$ cat config.mk
export PLATFORM = sky130hd
export DESIGN_NAME = dac_idx_port
export DESIGN_NICKNAME = d
export VERILOG_FILES = /design/src/rtl/dac_idx_pkg.sv /design/src/rtl/dac_idx_decode.sv /design/src/rtl/dac_idx_regfile.sv /design/src/rtl/dac_idx_pll.sv /design/src/rtl/dac_idx_port.sv
export SDC_FILE = /design/constraint.sdc
export NUM_CORES = 1
export LEC_CHECK = 0
export ABC_AREA = 1
export BUFFER_PORTS_ARGS = -buffer_cell sky130_fd_sc_hd__buf_2
export CAP_MARGIN = 40
export CELL_PAD_IN_SITES_DETAIL_PLACEMENT = 0
export CELL_PAD_IN_SITES_GLOBAL_PLACEMENT = 1
export CORE_ASPECT_RATIO = 0.8
export CORE_UTILIZATION = 52
export CTS_BUF_LIST = sky130_fd_sc_hd__clkbuf_4 sky130_fd_sc_hd__clkbuf_8
export CTS_CLUSTER_SIZE = 25
export DETAILED_ROUTE_END_ITERATION = 8
export PLACE_DENSITY = 0.95
export RECOVER_POWER = 50
export SLEW_MARGIN = 20
export SYNTH_ARGS = -nofsm -noshare
export SYNTH_HDL_FRONTEND = slang
export SYNTH_SLANG_ARGS = --single-unit
$ cat constraint.sdc
create_clock -name clk_i -period 4.1 [get_ports clk_i]
set_clock_uncertainty 0.2 [all_clocks]
set_input_delay 0.82 -clock clk_i [delete_from_list [all_inputs] [get_ports clk_i]]
set_output_delay 0.82 -clock clk_i [all_outputs]
set_load 0.02 [all_outputs]
$ cat src/rtl/dac_idx_pkg.sv
package dac_idx_pkg;
  localparam int NUM_PLL       = 3;
  localparam int PLL_BYTES     = 3;
  localparam int PTR_W         = 2;
  localparam int LOCK_BIT      = 6;
  localparam int OFS_INDEX     = 'h00;
  localparam int OFS_DATA      = 'h0A;
  localparam int EXT_PLL_ADDR  = 'h2C;
  localparam int EXT_PLL_DATA0 = 'h2D;

  typedef enum logic [2:0] {
    ACC_BAD,
    ACC_IDX,
    ACC_DIR,
    ACC_EXT,
    ACC_PADDR,
    ACC_PDATA
  } acc_kind_e;
endpackage

$ cat src/rtl/dac_idx_decode.sv
module dac_idx_decode
  import dac_idx_pkg::*;
#(
  parameter int ADDR_W = 8,
  parameter int DW     = 8,
  parameter int DIR_AW = 4,
  parameter int EXT_AW = 6
) (
  input  logic [ADDR_W-1:0] addr_i,
  input  logic [DW-1:0]     index_i,
  output acc_kind_e         kind_o,
  output logic [PTR_W-1:0]  pll_sel_o
);
  localparam logic [DIR_AW-1:0] OFS_IDX_L = DIR_AW'(OFS_INDEX);
  localparam logic [DIR_AW-1:0] OFS_DAT_L = DIR_AW'(OFS_DATA);
  localparam logic [EXT_AW-1:0] X_PADDR   = EXT_AW'(EXT_PLL_ADDR);
  localparam logic [EXT_AW-1:0] X_PD_FIRST = EXT_AW'(EXT_PLL_DATA0);
  localparam logic [EXT_AW-1:0] X_PD_LAST  = EXT_AW'(EXT_PLL_DATA0 + NUM_PLL - 1);

  logic [DIR_AW-1:0] ofs;
  logic [EXT_AW-1:0] ext;

  assign ofs       = addr_i[DIR_AW-1:0];
  assign ext       = index_i[EXT_AW-1:0];
  assign pll_sel_o = PTR_W'(ext - X_PD_FIRST);

  always_comb begin
    kind_o = ACC_BAD;
    if ((addr_i >> DIR_AW) == '0) begin
      if (ofs == OFS_IDX_L) begin
        kind_o = ACC_IDX;
      end else if (ofs == OFS_DAT_L) begin
        if ((index_i >> EXT_AW) != '0)                   kind_o = ACC_BAD;
        else if (ext == X_PADDR)                         kind_o = ACC_PADDR;
        else if (ext >= X_PD_FIRST && ext <= X_PD_LAST)  kind_o = ACC_PDATA;
        else                                             kind_o = ACC_EXT;
      end else begin
        kind_o = ACC_DIR;
      end
    end
  end
endmodule

$ cat src/rtl/dac_idx_regfile.sv
module dac_idx_regfile #(
  parameter int DEPTH = 64,
  parameter int DW    = 8,
  localparam int AW   = $clog2(DEPTH)
) (
  input  logic          clk_i,
  input  logic          rst_ni,
  input  logic          we_i,
  input  logic [AW-1:0] waddr_i,
  input  logic [DW-1:0] wdata_i,
  input  logic [AW-1:0] raddr_i,
  output logic [DW-1:0] rdata_o
);
  logic [DW-1:0] mem_q [DEPTH];

  for (genvar i = 0; i < DEPTH; i++) begin : g_ent
    always_ff @(posedge clk_i or negedge rst_ni) begin
      if (!rst_ni)                              mem_q[i] <= '0;
      else if (we_i && waddr_i == AW'(i))       mem_q[i] <= wdata_i;
    end
  end

  assign rdata_o = mem_q[raddr_i];
endmodule

$ cat src/rtl/dac_idx_pll.sv
module dac_idx_pll
  import dac_idx_pkg::*;
#(
  parameter int DW          = 8,
  parameter int LOCK_CYCLES = 16,
  localparam int CNT_W      = $clog2(LOCK_CYCLES + 1)
) (
  input  logic                  clk_i,
  input  logic                  rst_ni,
  input  logic                  ptr_load_i,
  input  logic [PTR_W-1:0]      ptr_val_i,
  input  logic                  acc_i,
  input  logic                  wr_i,
  input  logic [DW-1:0]         wdata_i,
  output logic [PTR_W-1:0]      ptr_o,
  output logic [DW-1:0]         rdata_o,
  output logic                  lock_o,
  output logic                  restart_o,
  output logic [PLL_BYTES*DW-1:0] param_o
);
  localparam logic [PTR_W-1:0] PTR_LAST = PTR_W'(PLL_BYTES - 1);
  localparam logic [CNT_W-1:0] CNT_INIT = CNT_W'(LOCK_CYCLES);

  logic [PTR_W-1:0] ptr_q;
  logic [DW-1:0]    byte_q [PLL_BYTES];
  logic [CNT_W-1:0] cnt_q;
  logic             lock_q;
  logic             hit;

  assign hit       = ptr_q <= PTR_LAST;
  assign restart_o = acc_i && wr_i && hit;

  always_ff @(posedge clk_i or negedge rst_ni) begin
    if (!rst_ni)         ptr_q <= '0;
    else if (ptr_load_i) ptr_q <= ptr_val_i;
    else if (acc_i)      ptr_q <= (ptr_q >= PTR_LAST) ? '0 : ptr_q + 1'b1;
  end

  for (genvar j = 0; j < PLL_BYTES; j++) begin : g_byte
    always_ff @(posedge clk_i or negedge rst_ni) begin
      if (!rst_ni)                               byte_q[j] <= '0;
      else if (restart_o && ptr_q == PTR_W'(j))  byte_q[j] <= wdata_i;
    end
    assign param_o[j*DW +: DW] = byte_q[j];
  end

  // restart has priority over expiry
  always_ff @(posedge clk_i or negedge rst_ni) begin
    if (!rst_ni) begin
      cnt_q  <= CNT_INIT;
      lock_q <= 1'b0;
    end else if (restart_o) begin
      cnt_q  <= CNT_INIT;
      lock_q <= 1'b0;
    end else if (cnt_q != '0) begin
      cnt_q <= cnt_q - 1'b1;
      if (cnt_q == CNT_W'(1)) lock_q <= 1'b1;
    end
  end

  always_comb begin
    rdata_o = '0;
    for (int j = 0; j < PLL_BYTES; j++)
      if (ptr_q == PTR_W'(j)) rdata_o = byte_q[j];
    rdata_o[LOCK_BIT] = lock_q;
  end

  assign ptr_o  = ptr_q;
  assign lock_o = lock_q;
endmodule

$ cat src/rtl/dac_idx_port.sv
module dac_idx_port
  import dac_idx_pkg::*;
#(
  parameter int ADDR_W      = 8,
  parameter int DW          = 8,
  parameter int DIR_AW      = 4,
  parameter int EXT_AW      = 6,
  parameter int LOCK_CYCLES = 16
) (
  input  logic                            clk_i,
  input  logic                            rst_ni,
  input  logic                            wr_en_i,
  input  logic                            rd_en_i,
  input  logic [ADDR_W-1:0]               addr_i,
  input  logic [DW-1:0]                   wdata_i,
  output logic [DW-1:0]                   rdata_o,
  output logic                            rvalid_o,
  output logic                            err_o,
  output logic [NUM_PLL*PLL_BYTES*DW-1:0] pll_param_o
);
  localparam int DIR_DEPTH = 1 << DIR_AW;
  localparam int EXT_DEPTH = 1 << EXT_AW;
  localparam int PB_W      = PLL_BYTES * DW;

  acc_kind_e        kind;
  logic [PTR_W-1:0] pll_sel;
  logic             wr, rd;
  logic [DW-1:0]    idx_q;
  logic [DW-1:0]    dir_rd, ext_rd, paddr_rd, pdata_rd, rdata_d;
  logic [DW-1:0]    rdata_q;
  logic             rvalid_q, err_q;

  logic [PTR_W-1:0] pll_ptr [NUM_PLL];
  logic [DW-1:0]    pll_rd  [NUM_PLL];
  logic [NUM_PLL-1:0] pll_lock, pll_restart;

  // write wins over a simultaneous read
  assign wr = wr_en_i;
  assign rd = rd_en_i && !wr_en_i;

  dac_idx_decode #(
    .ADDR_W(ADDR_W), .DW(DW), .DIR_AW(DIR_AW), .EXT_AW(EXT_AW)
  ) u_dec (
    .addr_i   (addr_i),
    .index_i  (idx_q),
    .kind_o   (kind),
    .pll_sel_o(pll_sel)
  );

  always_ff @(posedge clk_i or negedge rst_ni) begin
    if (!rst_ni)                    idx_q <= '0;
    else if (wr && kind == ACC_IDX) idx_q <= wdata_i;
  end

  dac_idx_regfile #(.DEPTH(DIR_DEPTH), .DW(DW)) u_dir (
    .clk_i  (clk_i),
    .rst_ni (rst_ni),
    .we_i   (wr && kind == ACC_DIR),
    .waddr_i(addr_i[DIR_AW-1:0]),
    .wdata_i(wdata_i),
    .raddr_i(addr_i[DIR_AW-1:0]),
    .rdata_o(dir_rd)
  );

  dac_idx_regfile #(.DEPTH(EXT_DEPTH), .DW(DW)) u_ext (
    .clk_i  (clk_i),
    .rst_ni (rst_ni),
    .we_i   (wr && kind == ACC_EXT),
    .waddr_i(idx_q[EXT_AW-1:0]),
    .wdata_i(wdata_i),
    .raddr_i(idx_q[EXT_AW-1:0]),
    .rdata_o(ext_rd)
  );

  for (genvar k = 0; k < NUM_PLL; k++) begin : g_pll
    dac_idx_pll #(.DW(DW), .LOCK_CYCLES(LOCK_CYCLES)) u_pll (
      .clk_i     (clk_i),
      .rst_ni    (rst_ni),
      .ptr_load_i(wr && kind == ACC_PADDR),
      .ptr_val_i (wdata_i[k*PTR_W +: PTR_W]),
      .acc_i     ((wr || rd) && kind == ACC_PDATA && pll_sel == PTR_W'(k)),
      .wr_i      (wr),
      .wdata_i   (wdata_i),
      .ptr_o     (pll_ptr[k]),
      .rdata_o   (pll_rd[k]),
      .lock_o    (pll_lock[k]),
      .restart_o (pll_restart[k]),
      .param_o   (pll_param_o[k*PB_W +: PB_W])
    );
  end

  always_comb begin
    paddr_rd = '0;
    pdata_rd = '0;
    for (int k = 0; k < NUM_PLL; k++) begin
      paddr_rd[k*PTR_W +: PTR_W] = pll_ptr[k];
      if (pll_sel == PTR_W'(k)) pdata_rd = pll_rd[k];
    end
  end

  always_comb begin
    unique case (kind)
      ACC_IDX:   rdata_d = idx_q;
      ACC_DIR:   rdata_d = dir_rd;
      ACC_EXT:   rdata_d = ext_rd;
      ACC_PADDR: rdata_d = paddr_rd;
      ACC_PDATA: rdata_d = pdata_rd;
      default:   rdata_d = '0;
    endcase
  end

  always_ff @(posedge clk_i or negedge rst_ni) begin
    if (!rst_ni) begin
      rdata_q  <= '0;
      rvalid_q <= 1'b0;
      err_q    <= 1'b0;
    end else begin
      rvalid_q <= rd;
      err_q    <= (wr || rd) && kind == ACC_BAD;
      if (rd) rdata_q <= rdata_d;
    end
  end

  assign rdata_o  = rdata_q;
  assign rvalid_o = rvalid_q;
  assign err_o    = err_q;
endmodule

==> results of run 1 <==
==> routing by layer <==
metal  GRT usage  up-vias  part of all wire  wire [um]
met5           0        -                 0          0
met4     0.08339        0             0.021       2108
met3     0.05345      154             0.081       7967
met2      0.4249     1110              0.43      41930
met1      0.4480    14130              0.47      46210
li1            -    14090                 -          -
==> path summary, 6_finish.rpt <==
kind,from,cells after the start,slack [ns],endpoint
min in group asynchronous,rst_ni,2,1.00,u_dir.mem_q[122]$_DFFE_PN0P_
setup / recovery,idx_q[1]$_DFFE_PN0P_,15,0.75,u_ext.mem_q[248]$_DFFE_PN0P_
setup reg to reg,idx_q[1]$_DFFE_PN0P_,15,0.75,u_ext.mem_q[248]$_DFFE_PN0P_
hold / removal,wdata_i[7],3,0.15,g_pll[0].u_pll.param_o[23]$_DFFE_PN0P_
hold reg to reg,u_ext.mem_q[134]$_DFFE_PN0P_,0,0.17,u_ext.mem_q[134]$_DFFE_PN0P_
max in group asynchronous,rst_ni,3,0.92,u_dir.mem_q[40]$_DFFE_PN0P_
==> registers in the layout, summed over array words and instances, names as in the netlist <==
register and flops:
rdata_o 8, g_pll.u_pll.ptr_o 6, err_o 1, u_dir.mem_q 128, g_pll.u_pll.param_o 72, u_ext.mem_q 500
idx_q 8, rvalid_o 1, g_pll.u_pll.cnt_q 15, g_pll.u_pll.lock_o 3
==> repair_timing <==
action	in CTS	in global routing
hold endpoints to repair	57	0
hold buffers	1	0
resized for setup	0	0
==> cell usage in the layout (no fill, tap or decap), types with 51 or more instances in the layout <==
master / n
dfrtp_1: 737
nand3_1: 51
nor2_1: 648
nand2_1: 1595
o21ai_0: 667
buf_2: 96
inv_1: 190
o21ai_1: 93
clkbuf_8: 156
==> worst max-delay path, delay by kind of cell, from the launching register on <==
family                 cells  cell delay [ns]
and+or+nand+nor           10             1.92
DFF                        1             0.50
buffers and inverters      4             0.48
AOI/OAI and AO/OA          1             0.10
==> metrics by stage <==
stage	power (mW)	worst slack, ns	util	area, um^2	hold slack (ns)
floorplan	8.388	1.447	-	34920	0.2294
global placement	9.079	0.4806	0.5406	35740	0.1653
detailed placement	9.089	0.4003	0.5419	35820	0.1656
CTS	16.29	0.9471	0.5838	38600	0.1022
global route	16.80	0.4246	0.5840	38610	0.1184
finish	16.21	0.7533	0.5840	38610	0.1456
==> kinds of logic (layout without fill, tap and decap cells) <==
family          count (synthesis)  in the layout
buf+inv                       499            601
fa+ha+maj                       9              9
mux                             1              1
simple gates                 2398           2398
xor+xnor                       11             11
other cells                     0              1
compound gates                819            819
flops                         742            742
==> area by class of cell <==
class	instances	area (um^2)
multi-input combinational	3238	14100
tap	860	1076
inverter	206	784.5
clock buffer	200	2477
antenna	1	2.502
fill	6000	27500
clock inverter	21	287.8
sequential	742	18580
timing repair buffer	174	1306
==> power groups by stage <==
| stage | clock network, mW | logic, mW | registers, mW |
|---|---|---|---|
| 5_1_grt | 7.65 | 1.72 | 7.43 |
| 3_5_place_dp | 0 | 1.53 | 7.56 |
| 3_3_place_gp | 0 | 1.52 | 7.56 |
| 2_1_floorplan | 0 | 0.836 | 7.55 |
| 4_1_cts | 7.32 | 1.54 | 7.43 |
| 6_report | 7.22 | 1.56 | 7.43 |
==> results.toml, run 1 <==
[clock_network]
tritoncts = "yes"
clock_latency_ns = 0.77
numCtsBuffers = 117
cts_setup_buffers = 0
clk_path_buf_depth = 3
cts_max_level = 3
cts.sinks = 742
path_clk_slew_ns = 0.07
root_buffer = "clkbuf_8"

[floorplan]
die_w_um = 291.7
die-area_mm2 = 0.06821
pin_count = 102
core_area_mm2 = 0.06611
die_h_um = 233.8
rows = 84
initial_core_util = 0.5283

[yosys]
synth_mux_area_frac = 0.0002866
synth-simple-area-share = 0.2758
yosys_warnings = 0
synth_top_family_by_area = "simple AND/OR/NAND/NOR gates"
synth_area_leaders = "dfrtp_1 (53%), nand2_1 (17%), o21ai_0 (9.6%)"
syn-num-nets = 4508
synth_top_cell_area_share = 0.5295
synth_most_common_cell = "nand2_1"
yosysUniqueCellTypes = 42
yosysTopAreaCell = "dfrtp_1"
synth_adder_area_share = 0.003224
ys_async_sr_fraction = 1.000
ys_seq_area_frac = 0.5318
avgSynthCellArea_um2 = 7.797
ys_seq_elements = 742
synth-xor-area-share = 0.002759
synth_edf_count = 0
synth_commonest_cells = "nand2_1 (1596), dfrtp_1 (739), o21ai_0 (667)"
syn_inst = 4479
synth_flop_cell = "dfrtp_1"
synth_area_mm2 = 0.03492
synth_compound_area_frac = 0.1211

[global_routing]
grt_pass1_wl_um = 157200
grt_antenna_before_repair = 1
grt_overflow_total = 0
grt_max_degree = 102
grt_pass1_vias = 27540
grt_use_total = 0.2931

[detailed_routing]
drt_iter0_markers = 3217
wl_per_cell_um = 18.05
vias_per_cell = 5.419
wl_um = 98220
ant_nets = 0
firstDrtPassIters = 6
drc_errors = 0
via_count = 29490

[setup_path]
crit_path_top_delay_cell = "dfrtp_2"
setup.worst_path.end_class = "flip-flop"
critPathKind = "flip-flop to flip-flop"
worst_setup_path_start_kind = "flip-flop"
worstPathCellList = "clkinv_2 -> nand2_2 -> inv_2 -> nand2_1 -> nand3_1 -> nand2_1 -> nand2_1 -> inv_2 -> nand2_4 -> nor2_4 -> inv_4 -> nor2_4 -> nand2_1 -> nand2_1 -> o21ai_0"
max_stage_delay_ns = 0.50
crit_path_max_fanout = 16
crit_arrival_ns = 3.76
cp_common_cell = "nand2_1"
worst_ep_required_time_ns = 4.52

[power_and_ir_drop]
switchingPower_mw = 4.305
combPwrFrac = 0.096
p_int_mw = 11.91
power_density_mw_per_mm2 = 419.9
power_frac_clock = 0.445
netSwitchingFraction = 0.2656
peakVddDrop_mv = 0.3461
p_seq_frac = 0.458
power.leakage_nw = 20.02

[sta]
timing.final.crit_period_ns = 3.347
totalNegativeSetupSlack_ns = 0
relSlewSlack = -0.4221
fin_crit_sh = 0.8163
slew_violations = 65
tightest_slew_ns = 2.133
grt_setup_unrepaired = "no"
hold_viol_final = 0
finalSetupViolCount = 0
fmax_mhz = 298.8

[job]
maxCapViolCount = 1

[place]
dpl.hpwl_um = 61410
port_buffers = 101
gp_congestion = 0.9188
dp.cells = 5217

[finish]
nets = 4508
fin_cells = 5442
area_growth_pct = 10.55
drive_above_1_share = 0.1059

[run_status]
violations = "max-capacitance violations, max-slew violations"
status = "finished, violations left"

[hold_path]
hp-class = "input port to flip-flop"
Power figures use the tool's default switching activity.
==> run 2: changes to the inputs <==
Settings changed: CORE_UTILIZATION 52 to 44, PLACE_DENSITY 0.95 to 0.88.
Clock period 4.1 ns to 2.7 ns, I/O delays scaled along.
==> run 2 against run 1 <==
Worst hold slack gained 0.029 ns. First-iteration DRC count increased by 4.7%. Sequential share of layout area shrank 2.1 points. Largest power group unchanged. Maximum frequency is 26% higher. Design area increased by 4.6%. Highest routed layer unchanged. Via count is 1.6% higher. The run still ends with max-capacitance violations, max-slew violations left.
==> results.toml, run 2 (same netlist as run 1, synthesis figures left out) <==
[run_status]
status = "finished, violations left"
violations = "max-capacitance violations, max-slew violations"

[sta]
fmax_mhz = 375.6
hold_viol_final = 0
grt_setup_unrepaired = "yes"
tightest_slew_ns = 1.655
slew_violations = 46
finalSetupViolCount = 0
timing.final.crit_period_ns = 2.663
fin_crit_sh = 0.9862
relSlewSlack = -0.1034

[global_routing]
grt_antenna_before_repair = 1
grt_overflow_total = 0
grt_pass1_wl_um = 161400
grt_pass1_vias = 28000
grt_max_degree = 92
grt_use_total = 0.2574

[job]
maxCapViolCount = 1

[finish]
area_growth_pct = 15.58
final_cell_area_mm2 = 0.04037
fillers = 7500
final_cell_mix = "nand2_1 (1589), dfrtp_1 (737), o21ai_0 (663)"
top_register = "u_ext.mem_q"
drive_above_1_share = 0.1370
fin_util = 0.5134
largest_register_ffs = 500
nets = 4662
final_common_cell = "nand2_1"

[floorplan]
die_w_um = 317.0
initial_core_util = 0.4442
die_h_um = 254.0
core_area_mm2 = 0.07862
pin_count = 102
rows = 92
die-area_mm2 = 0.08051

[setup_path]
r2r_start = "idx_q[0]$_DFFE_PN0P_"
cpLargestDelayFamily = "simple AND/OR/NAND/NOR gates"
worstPathCellList = "inv_8 -> buf_12 -> buf_12 -> nor2_1 -> o21ai_0 -> nand2_1 -> nand2_1 -> nand2_1 -> nor2_1 -> nor2_1 -> nor2_1 -> nand3_1 -> nand2_1 -> nand2_1 -> nand2_1"
crit_path_top_delay_cell = "dfrtp_4"
crit_arrival_ns = 3.16
rr_worst_depth = 15
cp_common_cell = "nand2_1"
rrSetupSlack_ns = 0.04
critPathKind = "flip-flop to flip-flop"
max_stage_delay_ns = 0.54
path_buf_inv = 3
crit_path_max_fanout = 10
worst_setup_path_start_kind = "flip-flop"
setup.worst_path.end_class = "flip-flop"
reg2reg_to = "rdata_o[7]$_DFFE_PN0P_"
worst_ep_required_time_ns = 3.20

[detailed_routing]
wl_per_cell_um = 17.90
via_count = 29950
vias_per_cell = 5.194
drc_errors = 0
firstDrtPassIters = 6
wl_um = 103200
drt_iter0_markers = 3369
ant_nets = 0

[place]
gp_congestion = 0.8835
port_buffers = 101
dpl.hpwl_um = 65660
postPlaceCellArea_mm2 = 0.03749

[clock_network]
clock_latency_ns = 0.76
cts.sinks = 742
cts_max_level = 3
clk_path_buf_depth = 3
numCtsBuffers = 115
root_buffer = "clkbuf_8"
path_clk_slew_ns = 0.07
tritoncts = "yes"

[hold_path]
hp-class = "flip-flop to flip-flop"
hold_end = "u_ext.mem_q[150]$_DFFE_PN0P_"
hp-start = "u_ext.mem_q[150]$_DFFE_PN0P_"
worstHoldPathCells = 0

[power_and_ir_drop]
power.leakage_nw = 20.83
power_density_mw_per_mm2 = 602.7
peakVddDrop_mv = 0.3974
## run 2: cell count changes in the layout (fill, tap and decap cells not counted), sizes merged
cell / change
buf: +141
clkinv: +14
clkbuf: -12
dlygate4sd3: +9
inv: -3
bufinv: -2
clkinvlp: +1
nand2: +1
## run 2: worst register-to-register path, stage by stage, from the launching register on
cell	delay [ns]
dfrtp_4	0.54
inv_8	0.15
buf_12	0.16
buf_12	0.14
nor2_1	0.04
o21ai_0	0.20
nand2_1	0.08
nand2_1	0.17
nand2_1	0.08
nor2_1	0.19
nor2_1	0.09
nor2_1	0.11
nand3_1	0.20
nand2_1	0.13
nand2_1	0.06
nand2_1	0.05
## run 2: per-stage QoR
step / power, mW / setup slack (ns) / std cells / hold slack [ns] / setup TNS [ns]
2_1_floorplan: 12.74 / 0.3272 / 4479 / 0.04441 / 0
3_3_place_gp: 14.03 / -0.006779 / 5530 / 0.1652 / -0.006779
3_5_place_dp: 14.04 / -0.08268 / 5530 / 0.1656 / -1.620
4_1_cts: 24.44 / 0.02409 / 5755 / 0.1037 / 0
5_1_grt: 25.24 / -0.01223 / 5765 / 0.1834 / -0.08315
6_report: 24.33 / 0.03735 / 5765 / 0.1746 / 0
## run 2: power by group
| group | leakage (nW) | switching, mW | internal [mW] |
|---|---|---|---|
| Combinational | 9.19 | 1.91 | 0.746 |
| Clock | 1.38 | 4.64 | 5.76 |
| Sequential | 10.3 | 0.0551 | 11.2 |
## run 2: cell type report
type | count | area, um^2 | share of cell area
Tap cell | 1034 | 1294 | 0.03205
Timing Repair Buffer | 329 | 2924 | 0.07244
Clock inverter | 31 | 247.7 | 0.006137
Inverter | 206 | 795.8 | 0.01971
Clock buffer | 183 | 2331 | 0.05775
Antenna cell | 1 | 2.502 | 0.00006199
Multi-Input combinational cell | 3239 | 14190 | 0.3516
Sequential cell | 742 | 18580 | 0.4602
## run 2: how the worst max path moves through the flow
stage	start	end	depth (start not counted)
CTS	idx_q[0]$_DFFE_PN0P_	rdata_o[0]$_DFFE_PN0P_	15
finish	idx_q[0]$_DFFE_PN0P_	rdata_o[7]$_DFFE_PN0P_	15
detailed placement	idx_q[0]$_DFFE_PN0P_	rdata_o[2]$_DFFE_PN0P_	13
floorplan	addr_i[2]	u_ext.mem_q[166]$_DFFE_PN0P_	16
global route	idx_q[0]$_DFFE_PN0P_	u_ext.mem_q[368]$_DFFE_PN0P_	17
global placement	idx_q[0]$_DFFE_PN0P_	rdata_o[2]$_DFFE_PN0P_	13
## run 2: per-layer routing
metal	share of wire	global-route usage	vias to the layer above
li1	-	-	14440
met1	0.48	0.3985	14420
met2	0.43	0.3751	956
met3	0.070	0.03876	130
met4	0.017	0.06099	0
met5	0	0	-
## run 2: repair_timing
action | 4_1_cts | 5_1_grt
gates cloned | 0 | 6
endpoints found under the hold margin | 287 | 0
resized for setup | 2 | 27
endpoints found under the setup margin | 3 | 67
hold buffers | 10 | 0
buffers inserted | 1 | 3
pin swaps | 0 | 2
